**config.mk**
```make
export PLATFORM = sky130hd
export DESIGN_NAME = i2c_pot_slave
export DESIGN_NICKNAME = d
export VERILOG_FILES = /design/src/rtl/i2c_pot_slave.sv
export SDC_FILE = /design/constraint.sdc
export NUM_CORES = 1
export LEC_CHECK = 0
export ABC_AREA = 1
export BUFFER_PORTS_ARGS = -buffer_cell sky130_fd_sc_hd__buf_2
export CAP_MARGIN = 25
export CORE_MARGIN = 10
export CORE_UTILIZATION = 60
export CTS_BUF_LIST = sky130_fd_sc_hd__clkbuf_8
export CTS_CLUSTER_SIZE = 24
export DETAILED_ROUTE_END_ITERATION = 7
export GPL_TIMING_DRIVEN = 0
export PLACE_DENSITY = 0.89
export SLEW_MARGIN = 20
export SYNTH_ARGS = -nofsm -noshare
export SYNTH_HDL_FRONTEND = slang
export SYNTH_SLANG_ARGS = --single-unit
```
**constraint.sdc**
```tcl
create_clock -name clk -period 1.91 [get_ports clk]
set_clock_uncertainty 0.15 [all_clocks]
set_input_delay 0.191 -clock clk [delete_from_list [all_inputs] [get_ports clk]]
set_output_delay 0.191 -clock clk [all_outputs]
set_load 0.01 [all_outputs]
```
**src/rtl/i2c_pot_slave.sv**
```systemverilog
`timescale 1ns/1ps
module i2c_pot_slave #(
  parameter logic [5:0] DEV_ID   = 6'b010110,
  parameter int         FILT_LEN = 4
) (
  input  logic       clk,
  input  logic       rst_n,
  input  logic       scl_i,
  input  logic       sda_i,
  output logic       sda_oe,
  input  logic       strap_a0,
  input  logic [7:0] rd_data,
  output logic       wr_valid,
  output logic       instr_rs,
  output logic       instr_sd,
  output logic [7:0] wr_data
);
  localparam int FW = $clog2(FILT_LEN + 1);

  typedef enum logic [2:0] {ST_IDLE, ST_ADDR, ST_INSTR, ST_DATA, ST_READ, ST_WAIT} state_t;

  logic [1:0]    s1, s2, flt, flt_p;
  logic [FW-1:0] fcnt [2];

  always_ff @(posedge clk or negedge rst_n) begin
    if (!rst_n) begin
      s1 <= 2'b11; s2 <= 2'b11; flt <= 2'b11; flt_p <= 2'b11;
      for (int i = 0; i < 2; i++) fcnt[i] <= '0;
    end else begin
      s1 <= {sda_i, scl_i};
      s2 <= s1;
      flt_p <= flt;
      for (int i = 0; i < 2; i++) begin
        if (s2[i] == flt[i]) fcnt[i] <= '0;
        else if (fcnt[i] == FW'(FILT_LEN - 1)) begin
          flt[i]  <= s2[i];
          fcnt[i] <= '0;
        end else fcnt[i] <= fcnt[i] + 1'b1;
      end
    end
  end

  logic scl_q, sda_q, scl_rise, scl_fall, start, stop;
  assign scl_q    = flt[0];
  assign sda_q    = flt[1];
  assign scl_rise = scl_q & ~flt_p[0];
  assign scl_fall = ~scl_q & flt_p[0];
  assign start    = scl_q & flt_p[0] & flt_p[1] & ~sda_q;
  assign stop     = scl_q & flt_p[0] & ~flt_p[1] & sda_q;

  state_t     state;
  logic [3:0] cnt;
  logic [7:0] sreg, txreg;
  logic       rw, rs_hold, sd_hold, active;

  assign active = (state == ST_ADDR) || (state == ST_INSTR) ||
                  (state == ST_DATA) || (state == ST_READ);

  always_ff @(posedge clk or negedge rst_n) begin
    if (!rst_n) begin
      state <= ST_IDLE; cnt <= '0; sreg <= '0; txreg <= '0;
      rw <= 1'b0; rs_hold <= 1'b0; sd_hold <= 1'b0; sda_oe <= 1'b0;
      wr_valid <= 1'b0; instr_rs <= 1'b0; instr_sd <= 1'b0; wr_data <= '0;
    end else begin
      wr_valid <= 1'b0;
      if (start) begin
        state <= ST_ADDR; cnt <= 4'd15; sda_oe <= 1'b0;
      end else if (stop) begin
        state <= ST_IDLE; sda_oe <= 1'b0;
      end else begin
        if (scl_rise) sreg <= {sreg[6:0], sda_q};
        if (scl_fall && active) begin
          if (cnt == 4'd15) cnt <= '0;
          else if (cnt == 4'd7) begin
            cnt <= 4'd8;
            case (state)
              ST_ADDR:
                if (sreg[7:1] == {DEV_ID, strap_a0}) begin
                  sda_oe <= 1'b1; rw <= sreg[0];
                end else begin
                  state <= ST_WAIT; sda_oe <= 1'b0;
                end
              ST_INSTR: begin sda_oe <= 1'b1; rs_hold <= sreg[6]; sd_hold <= sreg[5]; end
              ST_DATA: begin
                sda_oe <= 1'b1; wr_valid <= 1'b1;
                instr_rs <= rs_hold; instr_sd <= sd_hold; wr_data <= sreg;
              end
              default: sda_oe <= 1'b0;
            endcase
          end else if (cnt == 4'd8) begin
            cnt <= '0;
            case (state)
              ST_ADDR:
                if (rw) begin
                  state <= ST_READ; txreg <= rd_data; sda_oe <= ~rd_data[7];
                end else begin
                  state <= ST_INSTR; sda_oe <= 1'b0;
                end
              ST_INSTR: begin state <= ST_DATA; sda_oe <= 1'b0; end
              ST_DATA:  begin state <= ST_WAIT; sda_oe <= 1'b0; end
              default:
                if (!sreg[0]) begin
                  txreg <= rd_data; sda_oe <= ~rd_data[7];
                end else begin
                  state <= ST_WAIT; sda_oe <= 1'b0;
                end
            endcase
          end else begin
            cnt <= cnt + 1'b1;
            if (state == ST_READ) begin
              txreg  <= {txreg[6:0], 1'b0};
              sda_oe <= ~txreg[6];
            end
          end
        end
      end
    end
  end

  assert_strobe_single_R6: assert property (@(posedge clk) disable iff (!rst_n)
    wr_valid |=> !wr_valid);
  assert_strobe_clock_low_R6: assert property (@(posedge clk) disable iff (!rst_n)
    wr_valid |-> !scl_q);
  assert_line_steady_high_R1: assert property (@(posedge clk) disable iff (!rst_n)
    (scl_q && flt_p[0] && !start && !stop) |=> $stable(sda_oe));
  assert_release_on_stop_R9: assert property (@(posedge clk) disable iff (!rst_n)
    stop |=> !sda_oe);
  assert_silent_unselected_R3: assert property (@(posedge clk) disable iff (!rst_n)
    (state == ST_IDLE || state == ST_WAIT) |-> !sda_oe);
endmodule

```
== Yosys cells after proc, flatten, opt, wreduce, memory -nomap -nowiden ==
Index checks and enable logic that the tools add are counted.

* Bits in registers: 51
* Output and inout bits: 12
* Logic and storage cells: 125

* Add/subtract/negate cells: 3
* Equal/unequal tests: 20
* Muxes and demuxes: 44
* Bitwise operators: 19
* Reduce and logical (&&, ||, !) cells: 20

{| class="wikitable"
|+ Operators by type and width
! kind !! number
|-
| 2-to-1 mux 3 bit || 14
|-
| 2-to-1 mux 7 bit || 4
|-
| 2-to-1 mux 4 bit || 6
|-
| AND reduction 6 bit || 3
|-
| 2-to-1 mux 1 bit || 16
|-
| one-hot mux 7 bit (2 select lines) || 1
|-
| equality test 3 x 2 -> 1 bit, second input constant || 4
|-
| NOT 1 bit || 12
|-
| inequality test 3 bit, second input constant || 3
|-
| one-hot mux 3 bit (3 select lines) || 1
|-
| AND reduction 9 bit || 1
|-
| equality test 4 bit, second input constant || 2
|-
| inequality test 4 bit, second input constant || 2
|-
| AND 1 bit || 7
|-
| equality test 7 x 6 -> 1 bit || 1
|-
| inequality test 7 bit, second input constant || 1
|-
| AND reduction 7 bit || 1
|-
| adder 3 x 1 -> 3 bit, second input constant || 2
|-
| AND reduction 2 bit || 3
|-
| AND reduction 3 bit || 2
|-
| nonzero test 5 bit || 1
|-
| adder 4 x 1 -> 4 bit, second input constant || 1
|-
| equality test 4 x 3 -> 1 bit, second input constant || 1
|-
| inequality test 2 bit, second input constant || 2
|-
| 10 further kinds || 15
|}

== Longest topological paths before layout ==
Gate-level depths: netlist (run 1).

* Word-level depth: 9
* Mapped depth: 10
* Depth with buffers taken out: 10

== Worst setup path before layout (run 1) ==
Ideal clock, no wire load.

* Path type: register -> register
* Start point: register cnt[0]
* End point: register txreg[6]
* Library setup time: 116 ps
* Arrival: 1346 ps
* Path slack: 298 ps
* Cell stages (with the launch flop): 8
* Path through: dfrtp_1 -> inv_1 -> ha_1 -> nand3_4 -> buf_6 -> mux2_1 -> nand3_1 -> nand2_1

* Longest elaborated chain between the ends: 3
* Elaborated cells on any way between the ends: 11

{| class="wikitable"
|+ RTL lines
! element !! RTL line !! RTL
|-
| start, declared || 52 || <nowiki>logic [3:0] cnt;</nowiki>
|-
| start signal, assigned || 109 || <nowiki>cnt <= cnt + 1'b1;</nowiki>
|-
| equality test 4 bit, or another cell as far along || 90 || <nowiki>end else if (cnt == 4'd8) begin</nowiki>
|-
| inequality test 3 bit (no source line), or another cell as far along || n/a ||
|-
| AND reduction 9 bit (no source line) || n/a ||
|-
| end signal, assigned || 103 || <nowiki>txreg <= rd_data; sda_oe <= ~rd_data[7];</nowiki>
|-
| end signal, assigned || 111 || <nowiki>txreg <= {txreg[6:0], 1'b0};</nowiki>
|-
| end, declared || 53 || <nowiki>logic [7:0] sreg, txreg;</nowiki>
|}

Parallel ways exist; a longest one is shown, timed or not.
A chain may end at the register's enable or synchronous reset.

== Worst setup path after layout (run 1) ==
* Start point: register cnt[1]
* End point: register instr_sd

* Longest elaborated chain between the ends: 3
* Elaborated cells on any way between the ends: 4

{| class="wikitable"
|+ RTL lines
! element !! RTL line !! RTL
|-
| equality test 4 bit || 73 || <nowiki>if (cnt == 4'd15) cnt <= '0;</nowiki>
|-
| NOT 1 bit (no source line) || n/a ||
|-
| AND reduction 6 bit (no source line) (*) || n/a ||
|-
| end signal, assigned || 86 || <nowiki>instr_rs <= rs_hold; instr_sd <= sd_hold; wr_data <= sreg;</nowiki>
|-
| end, declared || 15 || <nowiki>output logic instr_sd,</nowiki>
|}

Every way passes the cells marked *; elsewhere a longest branch is shown, timed or not.

==> results.toml, run 1 <==
[pwr]
p_leak_nw = 1.44
power_mw = 3.56
p_int_mw = 2.12
power.density_nw_per_um2 = 1290
sw_frac_of_total_pct = 40.4
peakVddDrop_v = 0.000729
clockPowerShare_pct = 17.1
seqPwrFrac_pct = 45.2
combPwrFrac_pct = 37.7
netSwitchingPower_mw = 1.44

[clocking]
cts_buffers = 5
clk_latency_ns = 0.31
clockBufferDepth = 2
cts.htree.levels = 2
cts_setup_buffers = 0
cts_tree = "built"
clk_pin_slew_ns = 0.09
clock_sinks = 51
ctsRootBufferMaster = "clkbuf_8"

[synth]
ys_seq_area_share_pct = 52.8
synthArstFlopShare_pct = 100
netlist_area_um2 = 2440
syn_inst = 273
synth.distinct_cells = 30
syn_nets = 290
synth.ff_latch_count = 51
ys_warn_count = 0
ys.flop_type = "dfrtp_1"
yosys.area.top_type = "dfrtp_1"
synth-edff-count = 0
synthDominantCellAreaShare_pct = 44.2
synth_common_cells = "nand2_1 (76), dfrtp_1 (43), inv_1 (33)"
synth_most_common_cell = "nand2_1"
syn_area_per_cell_um2 = 8.92
synth_area_leaders = "dfrtp_1 (44%), nand2_1 (12%), dfstp_2 (8.6%), inv_1 (5.1%), nand3_1 (4.3%)"

[timing]
max_freq_mhz = 562
finalHoldViolations = 0
post-route-min-period_ns = 1.78
setup_viol = 0
slew_violations = 0
maxSlewHeadroom_pct = 66.2
worstMarginPinSlew_ns = 0.507
fin_tns_setup_ns = 0
post-route-period-util_pct = 93.2
rsz0062_at_grt = "false"

[finish]
fin_util_pct = 69.6
area_growth_pct = 13.5
fin_nets = 325
antenna_cells = 0
drive_above_1_share_pct = 23.0
fin_cells = 359

[critical_path]
worstPathRequired_ns = 1.96
cp-end-kind = "flip-flop"
reg2reg_depth = 9
critical_path_class = "reg -> reg"
worst-path-max-fanout = 10
startpoint_type = "flip-flop"
crit_arrival_ns = 1.83

[global_routing]
grt_max_degree = 31
grt_use_total_pct = 14.1
antenna_found_initial = 0
first_global_vias = 1955
grt_pass1_wl_um = 8340
overflow = 0

[detailed_routing]
vias_per_cell = 5.22
first_pass_iters = 4
drc = 0
wl_um = 4660
initialDrtViolationCount = 203
routed-via-count = 1874
ant_nets = 0
wl_per_cell_um = 13.0

[worst_hold_path]
hp-class = "in -> reg"
min_path_cells = 4

[job]
drv_cap = 0

[floorplanning]
fp.coreArea_um2 = 3970
rows = 23
die_h_um = 83.7
start_util_pct = 61.3
dieWidth_um = 83.7
die_area_um2 = 7010
ios = 25

[place]
gp_congestion = 0.859
dpl.hpwl_um = 3450
port_buffers = 24
dp_cells = 348

[outcome]
status = "finished clean"
[layout make-up]
type / count / area [um^2]
Clock buffer: 5 / 68.8
Sequential cell: 51 / 1290
Timing Repair Buffer: 28 / 170
Tap cell: 50 / 62.6
Fill cell: 297 / 1210
Inverter: 35 / 131
Buffer: 4 / 37.5
Multi-Input combinational cell: 183 / 991
Clock inverter: 3 / 17.5
[power by group through the flow]
| stage | Sequential (mW) | Clock (mW) | Combinational (mW) |
|---|---|---|---|
| global placement | 1.60 | 0 | 1.23 |
| CTS | 1.61 | 0.624 | 1.32 |
| floorplan | 1.58 | 0 | 1.03 |
| detailed placement | 1.63 | 0 | 1.31 |
| finish | 1.61 | 0.608 | 1.34 |
| global route | 1.65 | 0.666 | 1.54 |
[layout by cell type (no fill, tap or decap), types with 2 or more instances in the layout]
cell type,instances
nor2_1,18
inv_2,2
xnor2_1,2
dfstp_2,8
clkbuf_8,5
nor3_1,5
a21oi_1,7
buf_6,3
mux2_1,4
ha_1,4
buf_2,24
nand2_4,3
nand3_1,21
mux2_2,3
a31oi_1,2
nand2_1,76
dlygate4sd3_1,3
inv_1,34
nor2_4,4
nor2_2,3
dfrtp_1,43
o21ai_2,8
o21ai_0,14
[registers in the layout, summed over array words and instances, names as in the netlist, 2 cells and up]
| name | cells |
|---|---|
| sreg | 8 |
| txreg | 7 |
| state | 3 |
| flt | 2 |
| s1 | 2 |
| cnt | 4 |
| fcnt | 6 |
| flt_p | 2 |
| wr_data | 8 |
| s2 | 2 |
[routing by layer]
| metal | up-vias | routed length, um | GRT usage, % |
|---|---|---|---|
| li1 | 944 | - | - |
| met1 | 876 | 2040 | 15.5 |
| met2 | 43 | 2280 | 23.3 |
| met3 | 11 | 228 | 3.91 |
| met4 | 0 | 108 | 9.13 |
| met5 | - | 0 | 0 |
[repair_timing]
action,CTS,global route
hold buffers,3,0
gates resized for setup,0,3
hold endpoints to repair,23,0
setup endpoints to repair,0,3
[per-stage QoR]
| stage | hold WS, ns | setup WS [ns] | cell area, um^2 |
|---|---|---|---|
| after floorplan | -0.255 | 0.298 | 2440 |
| after detailed placement | 0.0370 | 0.146 | 2640 |
| after CTS | 0.0707 | 0.135 | 2760 |
| after global routing | 0.0958 | 0.00690 | 2770 |
| after global placement | 0.146 | 0.204 | 2620 |
| final | 0.0758 | 0.130 | 2770 |
[kinds of logic (layout without fill, tap and decap cells)]
kind of cell,after synthesis,count (layout),synth area share [%]
AND/OR/NAND/NOR,136,136,25.6
buffers and inverters,39,75,6.93
XOR/XNOR,2,2,0.719
flip-flops,51,51,52.8
adder cells (fa/ha/maj),4,4,2.05
multiplexers,7,7,3.24
AO/OA/AOI/OAI,34,34,8.63
[critical path, stage by stage (launching register included)]
cell and delay (ns):
dfrtp_1 0.39, ha_1 0.20, nand2_2 0.12, nor2_4 0.20, inv_2 0.10, nor2_4 0.14, nand2_4 0.10, buf_6 0.17
nand2_1 0.06, nand2_1 0.05
[path summary, 6_finish.rpt]
path / startpoint / to / slack, ns
worst min register to register: s1[0]$_DFF_PN1_ / s2[0]$_DFF_PN1_ / 0.21
worst min-delay path: rd_data[4] / txreg[4]$_DFFE_PN0P_ / 0.08
worst max register to register: cnt[1]$_DFFE_PN0P_ / instr_sd$_DFFE_PN0P_ / 0.13
min in group asynchronous: rst_n / wr_data[7]$_DFFE_PN0P_ / 0.22
max in group asynchronous: rst_n / flt[1]$_DFFE_PN1P_ / 0.79
worst max-delay path: cnt[1]$_DFFE_PN0P_ / instr_sd$_DFFE_PN0P_ / 0.13
(Power assumes the default switching activity.)
==> run 2, diff against run 1 <==
--- a/config.mk
+++ b/config.mk
@@ -9,12 +9,12 @@
 export BUFFER_PORTS_ARGS = -buffer_cell sky130_fd_sc_hd__buf_2
 export CAP_MARGIN = 25
 export CORE_MARGIN = 10
-export CORE_UTILIZATION = 60
+export CORE_UTILIZATION = 55
 export CTS_BUF_LIST = sky130_fd_sc_hd__clkbuf_8
 export CTS_CLUSTER_SIZE = 24
 export DETAILED_ROUTE_END_ITERATION = 7
 export GPL_TIMING_DRIVEN = 0
-export PLACE_DENSITY = 0.89
+export PLACE_DENSITY = 0.83
 export SLEW_MARGIN = 20
 export SYNTH_ARGS = -nofsm -noshare
 export SYNTH_HDL_FRONTEND = slang
==> constraint.sdc (replaced) <==
create_clock -name clk -period 1.9 [get_ports clk]
set_clock_uncertainty 0.15 [all_clocks]
set_input_delay 0.19 -clock clk [delete_from_list [all_inputs] [get_ports clk]]
set_output_delay 0.19 -clock clk [all_outputs]
set_load 0.01 [all_outputs]
==> results.toml, run 2 (synthesized netlist as in run 1, its figures left out) <==
[finish]
layout_common_cells = "nand2_1 (76), dfrtp_1 (43), inv_1 (34)"
layout_commonest_cell = "nand2_1"
area_growth_pct = 15.0
antenna_cells = 0
final_cell_area_um2 = 2800
reg.largest.list = "sreg x8, wr_data x8, txreg x7"
fin_nets = 327
drive_above_1_share_pct = 23.2
nFillCells = 368

[clocking]
cts.htree.levels = 2
clockBufferDepth = 2
clk_latency_ns = 0.31
ctsRootBufferMaster = "clkbuf_8"
clk_pin_slew_ns = 0.09
clock_sinks = 51
cts_buffers = 5
cts_tree = "built"

[timing]
max_freq_mhz = 554
post-route-min-period_ns = 1.81
fin_ws_ns = 0.0939
post-route-period-util_pct = 95.1
rsz0062_at_grt = "false"
maxSlewHeadroom_pct = 57.1
fin_tns_setup_ns = 0
setup_viol = 0
worstMarginPinSlew_ns = 0.643
finalHoldViolations = 0
holdWs_ns = 0.0616
slew_violations = 0

[floorplanning]
start_util_pct = 56.3
ios = 25
rows = 24
die_area_um2 = 7490
fp.coreArea_um2 = 4320
die_h_um = 86.6
dieWidth_um = 86.6

[global_routing]
grt_pass1_wl_um = 7960
grt_use_total_pct = 12.9
first_global_vias = 1810
overflow = 0
antenna_found_initial = 0
grt_max_degree = 28

[pwr]
netSwitchingPower_mw = 1.44
p_int_mw = 2.17
combPwrFrac_pct = 37.6
p_leak_nw = 1.46
clockPowerShare_pct = 17.6
power_mw = 3.60
seqPwrFrac_pct = 44.8
peakVddDrop_v = 0.000625
sw_frac_of_total_pct = 39.9
power.density_nw_per_um2 = 1290

[critical_path]
worstPathRequired_ns = 1.95
startpoint_type = "flip-flop"
worst-path-max-fanout = 6
crit_arrival_ns = 1.86
critical_path_class = "reg -> reg"
cp-end-kind = "flip-flop"

[worst_hold_path]
hp-class = "in -> reg"

[detailed_routing]
initialDrtViolationCount = 173
routed-via-count = 1834
wl_per_cell_um = 12.3
drc = 0
first_pass_iters = 4
ant_nets = 0
wl_um = 4450
vias_per_cell = 5.05

[place]
placed_area_um2 = 2650
gp_congestion = 0.953
dpl.hpwl_um = 3330
post-place-ws_ns = 0.137
port_buffers = 24

[job]
drv_cap = 0

[outcome]
status = "finished clean"
## run 2: area by class of cell
class / instances / area [um^2] / share of cell area [%]
clock buffer: 5 / 68.8 / 2.46
clock inverter: 3 / 20.0 / 0.714
buffer: 4 / 37.5 / 1.34
inverter: 35 / 131 / 4.69
tap: 52 / 65.1 / 2.32
multi-input combinational: 183 / 988 / 35.3
timing repair buffer: 30 / 205 / 7.32
sequential: 51 / 1290 / 45.9
## run 2: routing by layer
layer	vias to the layer above	track usage (%)	share of wire, %
li1	943	-	-
met1	861	14.9	45
met2	24	22.0	50
met3	6	3.75	4.0
met4	0	4.57	1.5
met5	-	0	0
## run 2: critical path, stage by stage, from the launching register on
cell	delay, ns
dfrtp_1	0.41
ha_1	0.24
nand2_2	0.15
nor2_4	0.07
buf_12	0.14
nand3_1	0.08
nand2_1	0.10
nor2_4	0.14
nand2_1	0.09
nand2_1	0.08
nand2_1	0.05
## run 2: through the flow
step,util [%],instances
6_report,64.8,363
5_1_grt,64.8,363
4_1_cts,64.0,361
3_5_place_dp,61.3,350
3_3_place_gp,60.6,349
2_1_floorplan,-,273
## run 2: repair_timing
item | in CTS | in global routing
resized for setup | 0 | 2
endpoints found under the setup margin | 0 | 5
hold buffers | 3 | 0
buffers inserted | 0 | 2
endpoints found under the hold margin | 28 | 0
## run 2: path summary, 6_finish.rpt
kind / startpoint / endpoint / slack (ns) / depth (start not counted)
max: cnt[0]$_DFFE_PN0P_ / state[0]$_DFFE_PN0P_ / 0.09 / 10
min: rd_data[0] / txreg[0]$_DFFE_PN0P_ / 0.06 / 5
max reg2reg: cnt[0]$_DFFE_PN0P_ / state[0]$_DFFE_PN0P_ / 0.09 / 10
min reg2reg: s1[0]$_DFF_PN1_ / s2[0]$_DFF_PN1_ / 0.21 / 0
max in group asynchronous: rst_n / flt_p[0]$_DFF_PN1_ / 0.70 / 3
min in group asynchronous: rst_n / sreg[5]$_DFFE_PN0P_ / 0.28 / 2
## run 2: power by group through the flow
stage	clock, mW	sequential (mW)	combinational (mW)
detailed placement	0	1.63	1.30
CTS	0.647	1.61	1.31
finish	0.635	1.62	1.35
global placement	0	1.61	1.24
floorplan	0	1.59	1.04
global route	0.683	1.66	1.56
==> run 3, diff against run 2 <==
--- a/config.mk
+++ b/config.mk
@@ -6,15 +6,16 @@
 export NUM_CORES = 1
 export LEC_CHECK = 0
 export ABC_AREA = 1
-export BUFFER_PORTS_ARGS = -buffer_cell sky130_fd_sc_hd__buf_2
 export CAP_MARGIN = 25
 export CORE_MARGIN = 10
 export CORE_UTILIZATION = 55
 export CTS_BUF_LIST = sky130_fd_sc_hd__clkbuf_8
 export CTS_CLUSTER_SIZE = 24
 export DETAILED_ROUTE_END_ITERATION = 7
+export DONT_BUFFER_PORTS = 1
 export GPL_TIMING_DRIVEN = 0
-export PLACE_DENSITY = 0.83
+export HOLD_SLACK_MARGIN = 0.06
+export PLACE_DENSITY = 0.78
 export SLEW_MARGIN = 20
 export SYNTH_ARGS = -nofsm -noshare
 export SYNTH_HDL_FRONTEND = slang
==> results.toml, run 3 (synthesized netlist as in run 1, its figures left out) <==
[global_routing]
overflow = 0
grt_max_degree = 52
antenna_found_initial = 0
grt_use_total_pct = 11.8
first_global_vias = 1679
grt_pass1_wl_um = 7230

[pwr]
power_mw = 3.69
power.density_nw_per_um2 = 1330
peakVddDrop_v = 0.000641
p_leak_nw = 1.39

[timing]
maxSlewHeadroom_pct = 77.8
worstMarginPinSlew_ns = 0.333
setup_viol = 0
fin_ws_ns = 0.114
finalHoldViolations = 0
fin_tns_setup_ns = 0
post-route-period-util_pct = 94.0
rsz0062_at_grt = "false"
holdWs_ns = 0.182
slew_violations = 0
post-route-min-period_ns = 1.79
max_freq_mhz = 560

[outcome]
status = "finished clean"

[critical_path]
startpoint_type = "flip-flop"
timing.rr.start = "cnt[0]$_DFFE_PN0P_"
critical_path_class = "reg -> reg"
cp-end-kind = "flip-flop"
rrSetupSlack_ns = 0.11
reg2reg_depth = 10
worst-path-max-fanout = 6
crit_arrival_ns = 1.83
r2r_end = "state[0]$_DFFE_PN0P_"
worstPathRequired_ns = 1.95

[floorplanning]
dieWidth_um = 86.6
fp.coreArea_um2 = 4320
rows = 24
start_util_pct = 56.3
ios = 25
die_area_um2 = 7490
die_h_um = 86.6

[finish]
nFillCells = 352
drive_above_1_share_pct = 16.6
layout_commonest_cell = "nand2_1"
fin_cells = 347
final_cell_area_um2 = 2780
multi_input_comb_area_um2 = 991
fin_nets = 311
layout_common_cells = "nand2_1 (76), dfrtp_1 (43), inv_1 (34)"
ff_latch_area_um2 = 1290
area_growth_pct = 13.9
antenna_cells = 0
reg.largest.list = "sreg x8, wr_data x8, txreg x7"
fin_util_pct = 64.2

[detailed_routing]
initialDrtViolationCount = 143
first_pass_iters = 4
vias_per_cell = 5.12
ant_nets = 0
routed-via-count = 1778
wl_um = 4270
drc = 0
wl_per_cell_um = 12.3

[place]
placed_area_um2 = 2500
gp_congestion = 0.830
post-place-ws_ns = 0.160
port_buffers = 0
dp_cells = 325
dpl.hpwl_um = 3100

[worst_hold_path]
hold_end = "rw$_DFFE_PN0P_"
worst_hold_startpoint = "strap_a0"
hp-class = "in -> reg"
min_path_cells = 7

[clocking]
clk_pin_slew_ns = 0.09
cts_tree = "built"
clockBufferDepth = 2
clock_sinks = 51
ctsRootBufferMaster = "clkbuf_8"
cts_buffers = 5
clk_latency_ns = 0.31
cts.htree.levels = 2

[job]
drv_cap = 0
[run 3: cell count changes in the layout (fill, tap and decap cells not counted), sizes merged]
cell / delta
bufinv: +1
dlygate4sd3: +8
clkinvlp: -1
buf: -24
[run 3: worst max-delay path by stage]
| stage | from | to | slack (ns) | cells after the start |
|---|---|---|---|---|
| CTS | cnt[1]$_DFFE_PN0P_ | state[0]$_DFFE_PN0P_ | 0.14 | 10 |
| finish | cnt[0]$_DFFE_PN0P_ | state[0]$_DFFE_PN0P_ | 0.11 | 10 |
| global placement | cnt[0]$_DFFE_PN0P_ | txreg[3]$_DFFE_PN0P_ | 0.18 | 9 |
| global route | cnt[0]$_DFFE_PN0P_ | state[0]$_DFFE_PN0P_ | 0.004 | 10 |
| floorplan | cnt[0]$_DFFE_PN0P_ | txreg[6]$_DFFE_PN0P_ | 0.29 | 7 |
| detailed placement | cnt[1]$_DFFE_PN0P_ | state[0]$_DFFE_PN0P_ | 0.16 | 10 |
[run 3: power breakdown]
group          internal [mW]  total, mW  switching [mW]
clock                  0.392      0.741           0.348
combinational          0.492       1.33           0.837
sequential              1.40       1.62           0.226
total                   2.28       3.69            1.41
[run 3: what timing repair did]
item                       in CTS  in global routing
setup endpoints to repair       0                  3
hold buffers                   12                  0
hold endpoints to repair       61                  0
buffers inserted                0                  2
gates resized for setup         0                  3
[run 3: cell type report]
| class | count | share of cell area [%] |
|---|---|---|
| plain buffers | 4 | 1.35 |
| clock buffers | 5 | 2.48 |
| clock inverters | 3 | 1.53 |
| inverters | 35 | 4.73 |
| multi-input cells | 183 | 35.7 |
| flip-flops and latches | 51 | 46.3 |
| well taps | 52 | 2.34 |
| repair buffers | 14 | 5.50 |
[run 3: worst max-delay path, stage by stage, from the launching register on]
cell and delay (ns):
dfrtp_1 0.40, ha_1 0.23, nand2_2 0.15, nor2_4 0.07, buf_4 0.15, nand3_1 0.08
nand2_1 0.10, nor2_4 0.14, nand2_1 0.10, nand2_1 0.07, nand2_1 0.05
[run 3: routing by layer]
metal  share of wire, %  vias to the layer above  GRT usage (%)
met5                  0                        -              0
met4                1.9                        0           6.19
met3                4.6                        7           3.00
met2                 46                       32           18.5
met1                 47                      833           14.7
li1                   -                      906              -
